==> config.mk <==
export PLATFORM = sky130hd
export DESIGN_NAME = zol_ctrl
export DESIGN_NICKNAME = d
export VERILOG_FILES = /design/src/rtl/zol_pkg.sv /design/src/rtl/zol_regs.sv /design/src/rtl/zol_match.sv /design/src/rtl/zol_ctrl.sv
export SDC_FILE = /design/constraint.sdc
export NUM_CORES = 1
export LEC_CHECK = 0
export BUFFER_PORTS_ARGS = -buffer_cell sky130_fd_sc_hd__buf_2
export CELL_PAD_IN_SITES_DETAIL_PLACEMENT = 1
export CELL_PAD_IN_SITES_GLOBAL_PLACEMENT = 1
export CORE_MARGIN = 3
export CORE_UTILIZATION = 40
export DETAILED_ROUTE_END_ITERATION = 8
export PLACE_DENSITY = 0.95
export RECOVER_POWER = 50
export SLEW_MARGIN = 30
export SYNTH_ARGS = -nofsm -noshare
export SYNTH_HDL_FRONTEND = slang
export SYNTH_SLANG_ARGS = --single-unit
==> constraint.sdc <==
create_clock -name clk -period 7 [get_ports clk]
set_clock_uncertainty 0.05 [all_clocks]
set_input_delay 1.05 -clock clk [delete_from_list [all_inputs] [get_ports clk]]
set_output_delay 1.05 -clock clk [all_outputs]
set_load 0.02 [all_outputs]
==> src/rtl/zol_pkg.sv <==
package zol_pkg;
    localparam int unsigned GRAN_BYTES = 8;

    typedef enum logic [1:0] {
        SEL_START = 2'd0,
        SEL_END   = 2'd1,
        SEL_COUNT = 2'd2,
        SEL_NONE  = 2'd3
    } cfg_sel_e;

    typedef enum logic [1:0] {
        NXT_SEQ    = 2'd0,
        NXT_LOOP   = 2'd1,
        NXT_BRANCH = 2'd2,
        NXT_HOLD   = 2'd3
    } nxt_src_e;

    typedef struct packed {
        logic     hit;
        logic     last;
        nxt_src_e src;
    } match_t;
endpackage

==> src/rtl/zol_regs.sv <==
module zol_regs
    import zol_pkg::*;
#(
    parameter int AW = 32,
    parameter int CW = 16
) (
    input  logic          clk,
    input  logic          rst,
    input  logic          cfg_we,
    input  cfg_sel_e      cfg_sel,
    input  logic [AW-1:0] cfg_wdata,
    input  logic          dec,
    output logic [AW-1:0] lp_start,
    output logic [AW-1:0] lp_end,
    output logic [CW-1:0] cnt
);
    localparam logic [AW-1:0] ALIGN_MASK = ~AW'(GRAN_BYTES - 1);

    logic cnt_wr;
    assign cnt_wr = cfg_we && (cfg_sel == SEL_COUNT);

    always_ff @(posedge clk) begin
        if (rst) begin
            lp_start <= '0;
            lp_end   <= '0;
        end else if (cfg_we) begin
            if (cfg_sel == SEL_START) lp_start <= cfg_wdata & ALIGN_MASK;
            if (cfg_sel == SEL_END)   lp_end   <= cfg_wdata & ALIGN_MASK;
        end
    end

    always_ff @(posedge clk) begin
        if (rst)                    cnt <= '0;
        else if (cnt_wr)            cnt <= cfg_wdata[CW-1:0];
        else if (dec && cnt != '0)  cnt <= cnt - CW'(1);
    end


    cnt_step_chk: assert property (@(posedge clk) disable iff (rst)
        !cnt_wr |=> (cnt == $past(cnt) || cnt == $past(cnt) - CW'(1)));
endmodule

==> src/rtl/zol_match.sv <==
module zol_match
    import zol_pkg::*;
#(
    parameter int AW = 32,
    parameter int CW = 16
) (
    input  logic          fetch_go,
    input  logic [AW-1:0] fetch_pc,
    input  logic          br_taken,
    input  logic [AW-1:0] br_target,
    input  logic [AW-1:0] lp_start,
    input  logic [AW-1:0] lp_end,
    input  logic [CW-1:0] cnt,
    output match_t        m,
    output logic [AW-1:0] next_pc
);
    logic armed;
    assign armed = (cnt != '0);

    always_comb begin
        m.hit  = armed && fetch_go && !br_taken && (fetch_pc == lp_end);
        m.last = m.hit && (cnt == CW'(1));
        if (br_taken)             m.src = NXT_BRANCH;
        else if (!fetch_go)       m.src = NXT_HOLD;
        else if (m.hit && !m.last) m.src = NXT_LOOP;
        else                      m.src = NXT_SEQ;
    end

    always_comb begin
        unique case (m.src)
            NXT_BRANCH: next_pc = br_target;
            NXT_HOLD:   next_pc = fetch_pc;
            NXT_LOOP:   next_pc = lp_start;
            default:    next_pc = fetch_pc + AW'(GRAN_BYTES);
        endcase
    end
endmodule

==> src/rtl/zol_ctrl.sv <==
module zol_ctrl
    import zol_pkg::*;
#(
    parameter int AW = 32,
    parameter int CW = 16
) (
    input  logic          clk,
    input  logic          rst,
    input  logic          cfg_we,
    input  logic [1:0]    cfg_sel,
    input  logic [AW-1:0] cfg_wdata,
    input  logic [AW-1:0] fetch_pc,
    input  logic          fetch_go,
    input  logic          br_taken,
    input  logic [AW-1:0] br_target,
    output logic [AW-1:0] next_pc,
    output logic          loop_active,
    output logic [CW-1:0] loop_count
);
    logic [AW-1:0] lp_start, lp_end;
    match_t        m;
    logic          cnt_wr;

    assign cnt_wr = cfg_we && (cfg_sel == 2'(SEL_COUNT));

    zol_regs #(.AW(AW), .CW(CW)) u_regs (
        .clk      (clk),
        .rst      (rst),
        .cfg_we   (cfg_we),
        .cfg_sel  (cfg_sel_e'(cfg_sel)),
        .cfg_wdata(cfg_wdata),
        .dec      (m.hit),
        .lp_start (lp_start),
        .lp_end   (lp_end),
        .cnt      (loop_count)
    );

    zol_match #(.AW(AW), .CW(CW)) u_match (
        .fetch_go (fetch_go),
        .fetch_pc (fetch_pc),
        .br_taken (br_taken),
        .br_target(br_target),
        .lp_start (lp_start),
        .lp_end   (lp_end),
        .cnt      (loop_count),
        .m        (m),
        .next_pc  (next_pc)
    );

    assign loop_active = (loop_count != '0);


    rst_clear_chk: assert property (@(posedge clk)
        rst |=> (loop_count == '0 && !loop_active));

    loop_redirect_chk: assert property (@(posedge clk) disable iff (rst)
        (m.hit && !m.last) |-> (next_pc == lp_start && next_pc != fetch_pc + AW'(GRAN_BYTES) || lp_start == fetch_pc + AW'(GRAN_BYTES)));

    last_clear_chk: assert property (@(posedge clk) disable iff (rst)
        (m.last && !cnt_wr) |=> !loop_active);

    br_hold_chk: assert property (@(posedge clk) disable iff (rst)
        (br_taken && !cnt_wr) |=> $stable(loop_count));

    stall_hold_chk: assert property (@(posedge clk) disable iff (rst)
        (!fetch_go && !cnt_wr) |=> $stable(loop_count));
endmodule

==> impl_metrics.env, run 1 <==
export IMPL_initial_antenna_violation_count=3
export IMPL_max_stage_delay_ns=0.74
export IMPL_synth_flop_cell="sky130_fd_sc_hd__dfxtp_1"
export IMPL_detail_route_vias_per_cell=6.17
export IMPL_number_of_buffers_between_clock_root_and_the_deepest_sink=2
export IMPL_worst_slew_pin_transition_ns=1.53
export IMPL_io_buffer_count=151
export IMPL_p_leak_uw=0.00245
export IMPL_p_comb_share_pct=23.3
export IMPL_start_util_pct=41.1
export IMPL_post_layout_total_power_uw=1230
export IMPL_detailed_place_area_mm2=0.00598
export IMPL_maximum_ir_drop_on_the_vdd_rail_uv=89.0
export IMPL_worst_ep_required_time_ns=5.90
export IMPL_synthesis_area_mm2=0.00520
export IMPL_critPathLaunch="br_taken"
export IMPL_numCtsBuffers=9
export IMPL_synthCells=709
export IMPL_clock_latency_ns=0.35
export IMPL_initialDrtViolationCount=445
export IMPL_power_frac_seq_pct=36.7
export IMPL_clk_pin_slew_worst_setup_hold_paths_ns=0.06
export IMPL_timing_slew_headroom_pct=-1.90
export IMPL_finalInstanceArea_mm2=0.00627
export IMPL_dieArea_mm2=0.0144
export IMPL_timing_critical_path_arrival_ns=4.40
export IMPL_cts_root_buffer_cell="sky130_fd_sc_hd__clkbuf_16"
export IMPL_min_delay_path_class="reg -> reg"
export IMPL_cts_htree_levels=3
export IMPL_first_global_vias=6006
export IMPL_grt_ovfl_total=0
export IMPL_worstSetupStartpointType="primary input"
export IMPL_ys_ff_latch=74
export IMPL_remaining_drc_errors=0
export IMPL_timing_hold_worst_start="u_regs.lp_start[5]"
export IMPL_crit_path_top_delay_cell="sky130_fd_sc_hd__nor2b_4"
export IMPL_layout_cells_most_common="sky130_fd_sc_hd__nand2_1"
export IMPL_crit_chain="buf_4 > nor2b_4 > o221ai_2 > or4_1 > nor3_2 > a21oi_1 > a211oi_1 > buf_2"
export IMPL_area_growth_syn_to_layout_pct=20.5
export IMPL_min_period_over_period_pct=78.6
export IMPL_final_report_setup_violation_count=0
export IMPL_chip_width_um=120
export IMPL_antenna_left=0
export IMPL_drive_gt1_share_pct=21.3
export IMPL_vias=6137
export IMPL_achievable_frequency_mhz=182
export IMPL_yosysWarningCount=0
export IMPL_power_internal_uw=834
export IMPL_global_route_wire_length_before_repair_um=32300
export IMPL_status="finished, violations left"
export IMPL_layout_cells_most_common_list="sky130_fd_sc_hd__nand2_1, sky130_fd_sc_hd__buf_2, sky130_fd_sc_hd__dfxtp_1"
export IMPL_power_density_mw_per_mm2=195
export IMPL_syn_nets=816
export IMPL_rsz0062_at_grt="no"
export IMPL_design_portCount=152
export IMPL_coreArea_mm2=0.0127
export IMPL_yosysSeqAreaShare_pct=28.5
export IMPL_synth_async_reset_ratio_pct=0
export IMPL_finalSetupTns_ns=0
export IMPL_final_net_count=922
export IMPL_crit_fanout=60
export IMPL_gr_usage_all_layers_pct=28.2
export IMPL_drv_max_cap_violation_count=1
export IMPL_detailed_place_hpwl_um=14600
export IMPL_floorplan_die_height_um=120
export IMPL_switchingPower_uw=392
export IMPL_setup_worst_path_end_class="primary output"
export IMPL_p_sw_share_pct=32.0
export IMPL_final_min_clock_period_ns=5.50
export IMPL_grt_max_degree=61
export IMPL_rr_startpoint="u_regs.cnt[11]"
export IMPL_cts_setup_buffers=0
export IMPL_post_cts_resized_instances=0
export IMPL_finalWirelength_um=20700
export IMPL_violations_in_the_final_reports="capacitance limit, slew limit"
export IMPL_ys_types=59
export IMPL_worst_path_class_setup="in -> out"
export IMPL_cts_hold_buffers=0
export IMPL_clock_sinks=74
export IMPL_report_final_hold_viol_count=0
export IMPL_slew_viol_final=30
export IMPL_tritoncts="done"
export IMPL_place_congestion=0.918
export IMPL_wl_per_cell_um=20.8
export IMPL_power_frac_clock_pct=40.0
export IMPL_avgSynthCellArea_um2=7.34
export IMPL_synth_edf_count=0
export IMPL_firstDrtPassIters=5
export IMPL_std_cell_rows=41
[cell type report]
type                            instances  area (µm²)
Fill cell                            1645        6400
Multi-Input combinational cell        558        3420
Sequential cell                        74        1480
Timing Repair Buffer                  157         778
Clock buffer                           12         256
Tap cell                              172         215
Inverter                               15        56.3
Clock inverter                          4        50.0
Antenna cell                            3        7.51
[sequential cells by signal (all words and copies together), names as in the netlist]
signal	count
u_regs.cnt	16
u_regs.lp_end	29
u_regs.lp_start	29
[synth_stat cells (all sizes together) (2+ instances only)]
master	number	share of area, %
a211o	2	0.34
a211oi	3	0.43
a21oi	72	6.9
a221o	15	2.9
a221oi	23	3.9
a22o	4	0.67
a22oi	2	0.29
a311oi	7	1.2
a31o	3	0.51
a31oi	3	0.36
and3	5	0.70
and4	7	1.2
buf	15	1.4
clkbuf	47	3.4
dfxtp	74	28
ha	4	0.96
inv	15	1.1
mux2	3	0.65
mux2i	6	1.2
nand2	139	10
nand2b	14	1.7
nand3	25	2.4
nand3b	2	0.29
nand4	9	1.2
nor2	21	1.5
nor2b	7	0.99
nor3	20	2.0
nor3b	6	0.87
nor4	17	2.5
nor4b	2	0.34
o2111ai	2	0.34
o211ai	16	2.3
o21ai	29	2.8
o22ai	3	0.36
o41ai	4	0.67
or2	6	0.72
or3	7	0.84
or4	6	0.87
xnor2	12	2.0
xor2	42	7.1
[power groups by stage]
stage	clock, µW	combinational (µW)	sequential [µW]
global placement	0	273	457
CTS	487	282	450
global route	506	309	452
finish	490	286	450
floorplan	0	169	459
detailed placement	0	279	458
[final timing paths]
path	end	slack, ns	cells past startpoint
max reg2reg	u_regs.cnt[14]	4.50	6
min	u_regs.lp_start[5]	0.41	2
max	next_pc[28]	1.50	8
min reg2reg	u_regs.lp_start[5]	0.41	2
[cell families after synthesis]
logic type               synth area share (%)
AO/OA/AOI/OAI                            25.1
XOR/XNOR                                 9.09
adder cells (fa/ha/maj)                 0.962
buffers and inverters                    5.89
flip-flops                               28.5
multiplexers                             1.80
AND/OR/NAND/NOR                          28.7
[metal layers]
| layer | up-vias | track usage (%) | wire length [µm] |
|---|---|---|---|
| met2 | 301 | 44.6 | 9580 |
| met5 | - | 0 | 13 |
| li1 | 2797 | - | - |
| met3 | 55 | 5.18 | 1790 |
| met4 | 2 | 12.9 | 715 |
| met1 | 2982 | 37.4 | 8600 |
[critical path: cells and delay by family]
family | cells | cell delay (ns)
AND/OR/NAND/NOR | 3 | 2.02
AO/OA/AOI/OAI | 3 | 0.82
buffers and inverters | 2 | 0.51
[through the flow]
step	hold WS [ns]	cells	util (%)	worst slack, ns
floorplan	0.381	709	-	2.82
global placement	0.393	976	47.2	1.57
detailed placement	0.398	976	47.2	1.71
CTS	0.406	992	49.6	1.57
global route	0.421	994	49.5	1.34
finish	0.407	995	49.5	1.50
No activity file was read; power rests on OpenSTA's default activity.
==> run 2: changes to the inputs <==
Settings changed: ABC_AREA set to 1, CORE_UTILIZATION 40 to 36, PLACE_DENSITY 0.95 to 0.92.
Clock period 7 ns to 5.15 ns, I/O delays scaled along.
==> run 2 against run 1 <==
The run still ends with capacitance limit, slew limit left. Global-route usage up 1.6 points. Power up 46%. Clock-buffer cell count up 1. Clock power up 42%. Worst setup slack worse by 0.51 ns. Sequential power up 39%. Via count up 17%. Die area up 18%. Utilization down 4.2 points.
==> impl_metrics.env, run 2 <==
export IMPL_status="finished, violations left"
export IMPL_violations_in_the_final_reports="capacitance limit, slew limit"
export IMPL_synth_edf_count=0
export IMPL_initialDrtViolationCount=642
export IMPL_report_final_hold_viol_count=0
export IMPL_avgSynthCellArea_um2=5.90
export IMPL_post_cts_resized_instances=0
export IMPL_worst_slack_ns=0.991
export IMPL_first_global_vias=7358
export IMPL_synth_cells_most_frequent="sky130_fd_sc_hd__nand2_1, sky130_fd_sc_hd__nor2_1, sky130_fd_sc_hd__inv_1"
export IMPL_area_growth_syn_to_layout_pct=20.3
export IMPL_ys_types=31
export IMPL_worst_ep_required_time_ns=4.33
export IMPL_antenna_left=0
export IMPL_n_fill_cell=2089
export IMPL_min_period_over_period_pct=80.8
export IMPL_cts_root_buffer_cell="sky130_fd_sc_hd__clkbuf_16"
export IMPL_firstDrtPassIters=6
export IMPL_gr_usage_all_layers_pct=29.9
export IMPL_depth_of_the_worst_register_to_register_path=12
export IMPL_rsz0062_at_grt="no"
export IMPL_clock_sinks=74
export IMPL_crit_fanout=33
export IMPL_synth_flop_cell="sky130_fd_sc_hd__dfxtp_1"
export IMPL_global_route_wire_length_before_repair_um=39200
export IMPL_io_buffer_count=151
export IMPL_slew_viol_final=60
export IMPL_max_stage_delay_ns=0.67
export IMPL_design_portCount=152
export IMPL_synthesis_area_mm2=0.00557
export IMPL_crit_reg2reg_capture="u_regs.cnt[12]"
export IMPL_yosys_top_cells_area="sky130_fd_sc_hd__dfxtp_1, sky130_fd_sc_hd__nand2_1, sky130_fd_sc_hd__nor2_1, sky130_fd_sc_hd__nand4_1, sky130_fd_sc_hd__o21ai_0"
export IMPL_min_path_cells=2
export IMPL_cts_setup_buffers=0
export IMPL_yosysSeqAreaShare_pct=26.6
export IMPL_dieArea_mm2=0.0170
export IMPL_detail_route_vias_per_cell=5.71
export IMPL_synth_area_leader_cell="sky130_fd_sc_hd__dfxtp_1"
export IMPL_timing_hold_worst_start="u_regs.lp_end[14]"
export IMPL_power_density_mw_per_mm2=268
export IMPL_setup_worst_path_end_class="primary output"
export IMPL_multiInputGateArea_mm2=0.00352
export IMPL_crit_chain="buf_2 > inv_1 > nor2_2 > buf_4 > nand4_1 > nor2_1 > nand2_1 > nor2_2 > nand3_2 > inv_1 > nand2_1 > nand3_1 > buf_2"
export IMPL_rr_startpoint="u_regs.cnt[0]"
export IMPL_coreArea_mm2=0.0148
export IMPL_synth_async_reset_ratio_pct=0
export IMPL_finalSetupTns_ns=0
export IMPL_top_cell_type_s_share_of_synthesized_area_pct=26.6
export IMPL_post_synth_top_count_cell="sky130_fd_sc_hd__nand2_1"
export IMPL_yosysWarningCount=0
export IMPL_antenna_diode_count=0
export IMPL_synthCells=944
export IMPL_detailed_place_area_mm2=0.00641
export IMPL_final_seq_area_mm2=0.00148
export IMPL_drv_max_cap_violation_count=1
export IMPL_cts_hold_buffers=0
export IMPL_wl_per_cell_um=20.3
export IMPL_numCtsBuffers=9
export IMPL_pre_cts_ws_ns=1.02
export IMPL_ys_ff_latch=74
export IMPL_layout_cells_most_common_list="sky130_fd_sc_hd__nand2_1, sky130_fd_sc_hd__nor2_1, sky130_fd_sc_hd__buf_2"
export IMPL_path_buf_inv=5
export IMPL_holdPathEnd="u_regs.lp_end[14]"
export IMPL_p_leak_uw=0.00318
export IMPL_crit_family="simple AND/OR/NAND/NOR gates"
export IMPL_worstSetupStartpointType="primary input"
export IMPL_grt_ovfl_total=0
export IMPL_timing_slew_headroom_pct=-46.7
export IMPL_timing_critical_path_arrival_ns=3.34
export IMPL_leading_registers_by_flop_count="u_regs.lp_end: 29 flops, u_regs.lp_start: 29 flops, u_regs.cnt: 16 flops"
export IMPL_syn_nets=1051
export IMPL_grt_max_degree=60
export IMPL_finalWirelength_um=25600
export IMPL_cts_htree_levels=3
export IMPL_critical_path_cell_count=13
export IMPL_worst_slew_pin_transition_ns=2.20
export IMPL_maximum_ir_drop_on_the_vdd_rail_uv=154
export IMPL_drive_gt1_share_pct=19.1
export IMPL_remaining_drc_errors=0
export IMPL_achievable_frequency_mhz=240
export IMPL_chip_width_um=130
export IMPL_tritoncts="done"
export IMPL_std_cell_rows=44
export IMPL_number_of_buffers_between_clock_root_and_the_deepest_sink=2
export IMPL_worst_path_class_setup="in -> out"
export IMPL_register_to_register_setup_slack_ns=2.98
export IMPL_final_net_count=1179
export IMPL_min_delay_path_class="reg -> reg"
export IMPL_final_report_setup_violation_count=0
export IMPL_place_congestion=1.01
export IMPL_layout_cells_most_common="sky130_fd_sc_hd__nand2_1"
export IMPL_detailed_place_hpwl_um=19400
export IMPL_initial_antenna_violation_count=0
export IMPL_crit_path_top_delay_cell="sky130_fd_sc_hd__nand3_2"
export IMPL_floorplan_die_height_um=130
export IMPL_final_min_clock_period_ns=4.16
export IMPL_clk_pin_slew_worst_setup_hold_paths_ns=0.06
export IMPL_clock_latency_ns=0.36
export IMPL_finalInstanceArea_mm2=0.00670
export IMPL_start_util_pct=37.6
export IMPL_final_util_pct=45.2
export IMPL_vias=7195
run 2: cell types whose count changed after synthesis, sizes merged, moves of 17 or more:
cell,change
nand2,+140
clkbuf,-19
o21ai,+43
inv,+78
a21oi,-28
nor4,-17
nor2,+133
a221oi,-23
nand4,+57
nand3,+36
run 2: per-layer routing:
| metal | wire, µm | global-route usage [%] | vias up |
|---|---|---|---|
| met5 | 0 | 0 | - |
| met4 | 829 | 11.1 | 0 |
| met3 | 2220 | 5.98 | 66 |
| met2 | 11900 | 48.9 | 346 |
| met1 | 10600 | 39.0 | 3470 |
| li1 | - | - | 3313 |
run 2: where the power goes:
part	switching, µW	total [µW]	internal, µW
clock	277	694	416
combinational	326	474	147
sequential	23.2	626	603
total	627	1790	1170
run 2: kinds of logic after synthesis:
group,share of synthesized area (%)
buffers and inverters,10.2
flip-flops,26.6
AND/OR/NAND/NOR,45.6
adder cells (fa/ha/maj),0.899
AO/OA/AOI/OAI,11.6
XOR/XNOR,5.03
run 2: final cells by class:
class                      instances  share of cell area [%]
tap                              184                    3.44
timing repair buffer             160                    11.9
sequential                        74                    22.1
clock buffer                      13                    4.03
clock inverter                     3                   0.691
inverter                          93                    5.21
multi-input combinational        734                    52.6
run 2: worst reg2reg max path, delay by kind of cell (launching register included):
family	cells	cell delay, ns
and+or+nand+nor	8	0.98
buffers and inverters	3	0.40
DFF	1	0.39
adders and majority gates	1	0.22
run 2: how the worst max path moves through the flow:
| stage | start | end | slack [ns] |
|---|---|---|---|
| finish | fetch_go | next_pc[16] | 0.99 |
| global route | fetch_go | next_pc[16] | 0.71 |
| CTS | fetch_go | next_pc[16] | 1.03 |
| detailed placement | fetch_go | next_pc[16] | 1.02 |
| global placement | fetch_go | next_pc[16] | 1.12 |
| floorplan | br_taken | next_pc[3] | 2.27 |
run 2: through the flow:
stage | hold slack (ns) | power (µW) | instances
after floorplan | 0.393 | 915 | 944
after global placement | 0.407 | 1080 | 1245
after detailed placement | 0.417 | 1100 | 1245
after CTS | 0.426 | 1780 | 1261
after global routing | 0.451 | 1860 | 1261
final | 0.429 | 1790 | 1261
